===== src/rtl/trc_pkg.sv =====
package trc_pkg;
  localparam int REG_W  = 32;
  localparam int WRAP_W = 10;

  typedef enum logic [1:0] {
    SEL_CTRL = 2'd0,
    SEL_STAT = 2'd1,
    SEL_ADDR = 2'd2,
    SEL_DLY  = 2'd3
  } regSel_t;

  typedef struct packed {
    logic       capEn;
    logic       ptrLoad;
    logic       satClr;
    logic       syncClr;
    logic [2:0] syncPer;
  } dpStrobe_t;
endpackage


===== src/rtl/trc_ctrl.sv =====
module trc_ctrl
  import trc_pkg::*;
#(
  parameter int ADDR_W = 12
) (
  input  logic             clk,
  input  logic             rstN,
  input  logic             regWrEn,
  input  logic [1:0]       regAddr,
  input  logic [REG_W-1:0] regWrData,
  input  logic             traceValid,
  input  logic             instRetired,
  input  logic             pcMatchTrig,
  input  logic             procTrigIn,
  output dpStrobe_t        dpStb,
  output logic [REG_W-1:0] ctrlWord,
  output logic [REG_W-1:0] statusWord,
  output logic [REG_W-1:0] delayWord,
  output logic             haltTrigOut
);
  localparam logic [4:0] MEM_SZ = 5'(ADDR_W + 2);

  logic ctrlEn, pcmEn, ptiEn, cntUnit, haltAtTrig, haltAtDone;
  logic [2:0] syncPer;
  logic active, triggered, pcCause, ptiCause, counting, stopDone;
  logic [REG_W-1:0] delayCnt;

  logic wrCtrl, wrAddr, wrDelay, enRise, enFall;
  logic wordWr, cntEvt, trigReg, trigPc, trigPt, trigNow;
  logic [REG_W-1:0] delayEff;

  logic unusedCtrlBits;
  assign unusedCtrlBits = ^{regWrData[31:18], regWrData[15], regWrData[11:10],
                            regWrData[8:5], regWrData[3]};

  always_comb begin
    wrCtrl   = regWrEn && (regAddr == SEL_CTRL);
    wrAddr   = regWrEn && (regAddr == SEL_ADDR);
    wrDelay  = regWrEn && (regAddr == SEL_DLY);
    enRise   = wrCtrl && regWrData[0] && !ctrlEn;
    enFall   = wrCtrl && !regWrData[0] && ctrlEn;
    wordWr   = active && traceValid;
    cntEvt   = cntUnit ? instRetired : wordWr;
    trigReg  = wrCtrl && regWrData[1];
    trigPc   = pcmEn && pcMatchTrig;
    trigPt   = ptiEn && procTrigIn;
    trigNow  = active && !triggered && !enFall && (trigReg || trigPc || trigPt);
    delayEff = wrDelay ? regWrData : delayCnt;
  end

  always_ff @(posedge clk) begin
    if (!rstN) begin
      ctrlEn     <= 1'b0;
      pcmEn      <= 1'b0;
      ptiEn      <= 1'b0;
      cntUnit    <= 1'b0;
      haltAtTrig <= 1'b0;
      haltAtDone <= 1'b0;
      syncPer    <= 3'd0;
      active     <= 1'b0;
      triggered  <= 1'b0;
      pcCause    <= 1'b0;
      ptiCause   <= 1'b0;
      counting   <= 1'b0;
      stopDone   <= 1'b0;
      delayCnt   <= '0;
    end else begin
      if (wrCtrl) begin
        ctrlEn     <= regWrData[0];
        pcmEn      <= regWrData[2];
        ptiEn      <= regWrData[4];
        cntUnit    <= regWrData[9];
        syncPer    <= regWrData[14:12];
        haltAtTrig <= regWrData[16];
        haltAtDone <= regWrData[17];
      end
      if (enFall || enRise) begin
        active    <= enRise;
        triggered <= 1'b0;
        pcCause   <= 1'b0;
        ptiCause  <= 1'b0;
        counting  <= 1'b0;
        stopDone  <= 1'b0;
      end else begin
        if (wrDelay) delayCnt <= regWrData;
        if (trigNow) begin
          triggered <= 1'b1;
          pcCause   <= trigPc;
          ptiCause  <= trigPt;
          if (delayEff == '0) begin
            active   <= 1'b0;
            stopDone <= 1'b1;
          end else begin
            counting <= 1'b1;
          end
        end else if (counting) begin
          if (wrDelay) begin
            if (regWrData == '0) begin
              active   <= 1'b0;
              counting <= 1'b0;
              stopDone <= 1'b1;
            end
          end else if (cntEvt) begin
            delayCnt <= delayCnt - REG_W'(1);
            if (delayCnt == REG_W'(1)) begin
              active   <= 1'b0;
              counting <= 1'b0;
              stopDone <= 1'b1;
            end
          end
        end
      end
    end
  end

  always_comb begin
    dpStb.capEn   = active;
    dpStb.ptrLoad = wrAddr && !active;
    dpStb.satClr  = enFall;
    dpStb.syncClr = enRise;
    dpStb.syncPer = syncPer;
  end

  assign haltTrigOut = (haltAtTrig && triggered) || (haltAtDone && stopDone);

  always_comb begin
    ctrlWord        = '0;
    ctrlWord[0]     = ctrlEn;
    ctrlWord[2]     = pcmEn;
    ctrlWord[4]     = ptiEn;
    ctrlWord[9]     = cntUnit;
    ctrlWord[14:12] = syncPer;
    ctrlWord[16]    = haltAtTrig;
    ctrlWord[17]    = haltAtDone;
    statusWord       = '0;
    statusWord[0]    = active;
    statusWord[1]    = triggered;
    statusWord[2]    = pcCause;
    statusWord[4]    = ptiCause;
    statusWord[12:8] = MEM_SZ;
    statusWord[16]   = haltTrigOut;
    delayWord        = delayCnt;
  end

  AST_STOP_ENDS_CAPTURE: assert property (@(posedge clk) disable iff (!rstN)
    $rose(stopDone) |-> !active);
  AST_COUNT_WHILE_ACTIVE: assert property (@(posedge clk) disable iff (!rstN)
    counting |-> (active && triggered));
  AST_TRIG_FROM_ACTIVE: assert property (@(posedge clk) disable iff (!rstN)
    $rose(triggered) |-> $past(active));
endmodule


===== src/rtl/trc_datapath.sv =====
module trc_datapath
  import trc_pkg::*;
#(
  parameter int ADDR_W = 12,
  parameter int TW     = 32
) (
  input  logic              clk,
  input  logic              rstN,
  input  dpStrobe_t         dpStb,
  input  logic              traceValid,
  input  logic [TW-1:0]     traceWord,
  input  logic [REG_W-1:0]  ldData,
  output logic              memWrEn,
  output logic [ADDR_W-1:0] memWrAddr,
  output logic [TW-1:0]     memWrData,
  output logic [WRAP_W-1:0] wrapCnt,
  output logic              wrapSat,
  output logic              syncReq
);
  localparam int SYNC_W = 9;
  localparam logic [ADDR_W-1:0] PTR_MAX  = '1;
  localparam logic [WRAP_W-1:0] WRAP_MAX = '1;

  logic [ADDR_W-1:0] ptr;
  logic [SYNC_W-1:0] syncCnt, syncLast;
  logic              syncOn;
  logic              wordWr;

  logic unusedLdBits;
  assign unusedLdBits = ^{ldData[31], ldData[20:ADDR_W]};

  assign wordWr    = dpStb.capEn && traceValid;
  assign memWrEn   = wordWr;
  assign memWrAddr = ptr;
  assign memWrData = traceWord;

  always_comb begin
    syncOn   = (dpStb.syncPer != 3'd0) && (dpStb.syncPer != 3'd7);
    syncLast = syncOn ? ((SYNC_W'(1) << (4'd9 - {1'b0, dpStb.syncPer})) - SYNC_W'(1))
                      : '0;
  end

  always_ff @(posedge clk) begin
    if (!rstN) begin
      ptr     <= '0;
      wrapCnt <= '0;
      wrapSat <= 1'b0;
    end else begin
      if (wordWr) begin
        ptr <= ptr + ADDR_W'(1);
        if (ptr == PTR_MAX) begin
          wrapCnt <= wrapCnt + WRAP_W'(1);
          if (wrapCnt == WRAP_MAX) wrapSat <= 1'b1;
        end
      end else if (dpStb.ptrLoad) begin
        ptr     <= ldData[ADDR_W-1:0];
        wrapCnt <= ldData[30:21];
      end
      if (dpStb.satClr) wrapSat <= 1'b0;
    end
  end

  always_ff @(posedge clk) begin
    if (!rstN) begin
      syncCnt <= '0;
      syncReq <= 1'b0;
    end else begin
      syncReq <= 1'b0;
      if (dpStb.syncClr) begin
        syncCnt <= '0;
      end else if (wordWr) begin
        if (!syncOn) begin
          syncCnt <= '0;
        end else if (syncCnt >= syncLast) begin
          syncCnt <= '0;
          syncReq <= 1'b1;
        end else begin
          syncCnt <= syncCnt + SYNC_W'(1);
        end
      end
    end
  end

  AST_PTR_FROZEN: assert property (@(posedge clk) disable iff (!rstN)
    (!dpStb.capEn && !dpStb.ptrLoad) |=> $stable(ptr));
  AST_SAT_STICKY: assert property (@(posedge clk) disable iff (!rstN)
    (wrapSat && !dpStb.satClr) |=> wrapSat);
  AST_SYNC_PULSE: assert property (@(posedge clk) disable iff (!rstN)
    syncReq |=> !syncReq);
  AST_SYNC_NEEDS_WORD: assert property (@(posedge clk) disable iff (!rstN)
    $rose(syncReq) |-> $past(memWrEn));
endmodule


===== src/rtl/trace_capture_ctrl.sv =====
module trace_capture_ctrl
  import trc_pkg::*;
#(
  parameter int ADDR_W = 12,
  parameter int TW     = 32
) (
  input  logic              clk,
  input  logic              rstN,
  input  logic              regWrEn,
  input  logic [1:0]        regAddr,
  input  logic [31:0]       regWrData,
  output logic [31:0]       regRdData,
  input  logic              traceValid,
  input  logic [TW-1:0]     traceWord,
  input  logic              instRetired,
  input  logic              pcMatchTrig,
  input  logic              procTrigIn,
  output logic              memWrEn,
  output logic [ADDR_W-1:0] memWrAddr,
  output logic [TW-1:0]     memWrData,
  output logic              syncReq,
  output logic              haltTrigOut
);
  localparam int PAD_W = 21 - ADDR_W;

  dpStrobe_t         dpStb;
  logic [REG_W-1:0]  ctrlWord, statusWord, delayWord;
  logic [WRAP_W-1:0] wrapCnt;
  logic              wrapSat;

  trc_ctrl #(.ADDR_W(ADDR_W)) uCtrl (
    .clk(clk), .rstN(rstN), .regWrEn(regWrEn), .regAddr(regAddr),
    .regWrData(regWrData), .traceValid(traceValid), .instRetired(instRetired),
    .pcMatchTrig(pcMatchTrig), .procTrigIn(procTrigIn), .dpStb(dpStb),
    .ctrlWord(ctrlWord), .statusWord(statusWord), .delayWord(delayWord),
    .haltTrigOut(haltTrigOut)
  );

  trc_datapath #(.ADDR_W(ADDR_W), .TW(TW)) uDp (
    .clk(clk), .rstN(rstN), .dpStb(dpStb), .traceValid(traceValid),
    .traceWord(traceWord), .ldData(regWrData), .memWrEn(memWrEn),
    .memWrAddr(memWrAddr), .memWrData(memWrData), .wrapCnt(wrapCnt),
    .wrapSat(wrapSat), .syncReq(syncReq)
  );

  always_comb begin
    unique case (regAddr)
      SEL_CTRL: regRdData = ctrlWord;
      SEL_STAT: regRdData = statusWord;
      SEL_ADDR: regRdData = {wrapSat, wrapCnt, {PAD_W{1'b0}}, memWrAddr};
      default:  regRdData = delayWord;
    endcase
  end
endmodule


===== config.mk =====
export PLATFORM = sky130hd
export DESIGN_NAME = trace_capture_ctrl
export DESIGN_NICKNAME = d
export VERILOG_FILES = /design/src/rtl/trc_pkg.sv /design/src/rtl/trc_ctrl.sv /design/src/rtl/trc_datapath.sv /design/src/rtl/trace_capture_ctrl.sv
export SDC_FILE = /design/constraint.sdc
export NUM_CORES = 1
export LEC_CHECK = 0
export BUFFER_PORTS_ARGS = -buffer_cell sky130_fd_sc_hd__buf_4
export CAP_MARGIN = 20
export CORE_ASPECT_RATIO = 1.25
export CORE_UTILIZATION = 59
export CTS_CLUSTER_SIZE = 16
export DETAILED_ROUTE_END_ITERATION = 7
export PLACE_DENSITY_LB_ADDON = 0.1
export SLEW_MARGIN = 20
export SYNTH_ARGS = -nofsm -noshare
export SYNTH_HDL_FRONTEND = slang
export SYNTH_SLANG_ARGS = --single-unit

===== constraint.sdc =====
create_clock -name clk -period 10.35 [get_ports clk]
set_clock_uncertainty 0.15 [all_clocks]
set_input_delay 2.07 -clock clk [delete_from_list [all_inputs] [get_ports clk]]
set_output_delay 2.07 -clock clk [all_outputs]
set_load 0.005 [all_outputs]

# Word-level counts from Yosys, hierarchy flattened
# Cells that the tools add are included.
# word_totals
register_bits,80
out_inout_bits,79
elab_cells,127
# classes
n_addsub,6
order_cmp,1
eq_ne,13
n_shift,1
muxes,38
bitwise_logic,3
reduce_logical,46
# ops
op,n
two-way mux 32 bit,5
one-hot mux 32 bit (3 select lines),1
zero test 32 bit,2
equality test 32 x 1 -> 1 bit (second input constant),1
subtractor 32 x 1 -> 32 bit (second input constant),1
two-way mux 10 bit,3
two-way mux 9 bit,3
two-way mux 1 bit,24
two-way mux 12 bit,2
logical AND 1 bit,18
adder 12 x 1 -> 12 bit (second input constant),1
equality test 12 bit (second input constant),1
nonzero test 3 bit,4
adder 10 x 1 -> 10 bit (second input constant),1
equality test 10 bit (second input constant),1
AND reduction 5 bit,2
adder 9 x 1 -> 9 bit (second input constant),1
>= comparator 9 bit,1
inequality test 3 bit (second input constant),3
left shift 1 x 4 -> 9 bit (first input constant),1
subtractor 9 x 1 -> 9 bit (second input constant),1
nonzero test 4 bit,2
OR reduction 2 bit,3
zero test 1 bit,5
13 further kinds,21

# Depth between registers and ports, before layout
# logic_depth
ltp_word,9
mapped_depth,17
ltp_nobuf,15

# Cells and area by module
# A second synthesis with hierarchy kept.
# hier_totals
cells_unflattened,857
area_unflattened_um2,6782.8
# modules_own_cells
module,instances,cells_each,area_each_um2,seq_area_each_um2
trc_ctrl,1,465,3477.1,940.9
trc_datapath,1,341,2516.2,660.6
trace_capture_ctrl,1,51,789.5,0.0

# Worst setup path before layout
# No wires, ideal clock.
# synth_path
path_type,input to output
start,input port regAddr[0]
end,output port regRdData[16]
arrival_time_ns,3.450
required_time_ns,8.130
setup_slack_ns,4.680
path_stages,5
path_buffers,3
cell_sequence,buf_1 > clkbuf_1 > clkbuf_1 > nor2_1 > o32ai_1
# synth_via
elab_chain_cells,2
elab_cells_between_ends,4
# synth_rtl
element,line_no,rtl
start: declaration,trace_capture_ctrl.sv:10,"input logic [1:0] regAddr,"
"equality test 2 bit, or another cell as far along",trace_capture_ctrl.sv:47,unique case (regAddr)
one-hot mux 32 bit (3 select lines) *,trace_capture_ctrl.sv:47,
end: declaration,trace_capture_ctrl.sv:12,"output logic [31:0] regRdData,"
# Every way passes the cells marked *; elsewhere a longest branch is shown, timed or not.

# Worst setup path in the final report
# layout_path
start,input port regAddr[0]
end,output port regRdData[0]
# The elaborated chain is that of the path after synthesis.

==> impl_metrics.ini <==
[synth]
ys_dominant_reg_cell = sky130_fd_sc_hd__dfxtp_1
yosys-top-cells-count = sky130_fd_sc_hd__nor2_1, sky130_fd_sc_hd__nand2_1, sky130_fd_sc_hd__dfxtp_1
ys_seq_elements = 80
synth_fp_nets = 884
synth_area_per_cell_um2 = 7.52
yosysWarnings = 0
synth_top_area_share_pct = 27.0
synth.yosys.seq_area_share_pct = 27.0
yosys.cell_count.top_type = sky130_fd_sc_hd__nor2_1
synth.area.top_cells = sky130_fd_sc_hd__dfxtp_1, sky130_fd_sc_hd__nor2_1, sky130_fd_sc_hd__nand2_1
netlist-cell-type-count = 76
synthCells = 790
synth_edf_count = 0
yosysTopAreaCell = sky130_fd_sc_hd__dfxtp_1
netlist_area_mm2 = 0.00594
ys_async_sr_fraction_pct = 0

[global_route]
globalRoute.totalOverflow = 0
first_global_vias = 5726
grt_total_usage_pct = 37.7
grt_start_max_net_pins = 41
grt_first_pass_wirelength_um = 30600
grt_antenna_before_repair = 0

[route]
wire_per_inst_um = 21.2
postRouteWirelength_um = 19900
initialDrtViolationCount = 620
detailroute.via_count = 6343
route.antenna.remaining_nets = 0
detail_route.first_pass.iterations = 7
drc_errors = 0
post_drt_via_cell_ratio = 6.76

[placement]
io_buffer_count = 87
dp_worst_setup_slack_ns = 4.88
global_placement_routability_congestion = 1.00
hpwl_um = 14100
dp_cell_count = 922

[clocking]
post-cts-setup-buffer-count = 0
cts_sinks = 80
clk_pin_slew_ns = 0.05
cts.repair.resized = 0
cts_hold_repair.buffers = 0
clock_tree_from_tritoncts = done
clkLatencyLatePin_ns = 0.35
ctsLongestPathBuffers = 2
tritoncts.num_buffers = 9
clockRootBuffer = sky130_fd_sc_hd__clkbuf_16
clock_tree.htree_level_count = 3

[power_and_ir_drop]
cellLeakagePower_nw = 2.70
switching_pwr_mw = 0.254
share_clk_of_total_power_pct = 40.3
peakVddDrop_mv = 0.0779
switching_share_pct = 30.1
sequentialPowerShare_pct = 39.8
comb_power_share_pct = 19.9
power.total_mw = 0.843
cellInternalPower_mw = 0.589
powerDensity_mw_per_mm2 = 127

[floorplan]
start_util_pct = 61.2
rows = 40
die-area_mm2 = 0.0105
floorplan.die.height_um = 114
die-width_um = 91.7
placeableCoreArea_mm2 = 0.00971
top_level_ports = 152

[min_path]
hold_class = reg2reg

[sta]
slew_viol_final = 0
worst_slew_pin_slew_ns = 0.936
maxClockFrequency_mhz = 182
finalCriticalPeriod_ns = 5.48
hold_viol_final = 0
final-setup-viol-count = 0
setup_slack_ns = 4.87
setup_repair_after_global_routing_missed_its_margin = no
slew_headroom_pct = 37.1
final.hold.worst_slack_ns = 0.333
setup_tns_ns = 0
final.period_utilization_pct = 53.0

[final_layout]
layout-drive-gt1-share_pct = 16.9
instances_no_fill = 938
nets = 901
antennaDiodeCount = 0
area.growth.synth_to_final_pct = 11.8

[worst_setup_path]
crit_fanout = 40
worst-setup-path-type = in2out
setup.worst_path.start_class = primary input
worst_ep_arrival_time_ns = 3.26
critPathCaptureType = output pin
worstPathRequired_ns = 8.13

[run]
maxCapViolCount = 0

[status]
outcome = finished clean
[per-stage QoR]
| step | cell area, µm² | utilization (%) |
|---|---|---|
| finish | 6640 | 68.4 |
| global route | 6640 | 68.4 |
| CTS | 6640 | 68.4 |
| detailed placement | 6320 | 65.1 |
| global placement | 6320 | 65.1 |
| floorplan | 5940 | - |
[power by group through the flow]
stage	clock network [mW]	logic [mW]	registers, mW
floorplan	0	0.122	0.333
global placement	0	0.160	0.341
detailed placement	0	0.163	0.342
CTS	0.340	0.164	0.335
global route	0.354	0.180	0.337
finish	0.340	0.168	0.336
[state kept, by name (all words and copies together) (netlist names), 3 cells and up]
register / flops
uCtrl.delayWord: 32
uDp.memWrAddr: 12
uDp.wrapCnt: 10
uDp.syncCnt: 9
uCtrl.syncPer: 3
[final timing paths]
path	startpoint	end	slack, ns	cells after the start
worst max register to register	uCtrl.syncPer[1]	uDp.syncCnt[8]	5.89	13
worst max-delay path	regAddr[0]	regRdData[0]	4.87	3
worst min register to register	uCtrl.haltAtDone	uCtrl.haltAtDone	0.33	2
worst min-delay path	uCtrl.haltAtDone	uCtrl.haltAtDone	0.33	2
[cell families after synthesis]
| group | share of synthesized area (%) |
|---|---|
| buffers and inverters | 8.70 |
| XOR/XNOR | 2.36 |
| multiplexers | 4.74 |
| flip-flops | 27.0 |
| adder cells (fa/ha/maj) | 4.42 |
| AND/OR/NAND/NOR | 28.7 |
| AO/OA/AOI/OAI | 24.1 |
[metal layers]
layer  up-vias  track usage (%)  share of wire [%]
li1       2909                -                  -
met3        85             6.77                7.5
met1      2989             45.9                 40
met4         0             20.4                4.7
met5         -                0                  0
met2       360             63.4                 48
[placed cells by master (no fill, tap or decap), types with 11 or more instances in the layout]
cell type / synthesis / routed
sky130_fd_sc_hd__nor2_1: 93 / 93
sky130_fd_sc_hd__nor4_1: 17 / 17
sky130_fd_sc_hd__o21ai_0: 37 / 37
sky130_fd_sc_hd__inv_1: 11 / 11
sky130_fd_sc_hd__nand3_1: 21 / 21
sky130_fd_sc_hd__dfxtp_1: 80 / 80
sky130_fd_sc_hd__and3_1: 20 / 20
sky130_fd_sc_hd__ha_1: 21 / 21
sky130_fd_sc_hd__nand2_1: 81 / 81
sky130_fd_sc_hd__a31oi_1: 19 / 19
sky130_fd_sc_hd__buf_4: 32 / 93
sky130_fd_sc_hd__nor2b_1: 21 / 21
sky130_fd_sc_hd__nor3_1: 24 / 24
sky130_fd_sc_hd__a22oi_1: 16 / 16
sky130_fd_sc_hd__mux2i_1: 18 / 18
sky130_fd_sc_hd__a21oi_1: 59 / 59
[critical path, stage by stage]
cell	delay (ns)
sky130_fd_sc_hd__buf_4	0.46
sky130_fd_sc_hd__mux4_2	0.58
sky130_fd_sc_hd__buf_4	0.15
[layout make-up]
cell class / instances / area (µm²)
Multi-Input combinational cell: 611 / 3820
Fill cell: 877 / 3070
Sequential cell: 80 / 1600
Timing Repair Buffer: 93 / 698
Clock buffer: 11 / 253
Tap cell: 126 / 158
Clock inverter: 5 / 63.8
Inverter: 12 / 45.0
Note: power is estimated with default switching activity, not from simulation.
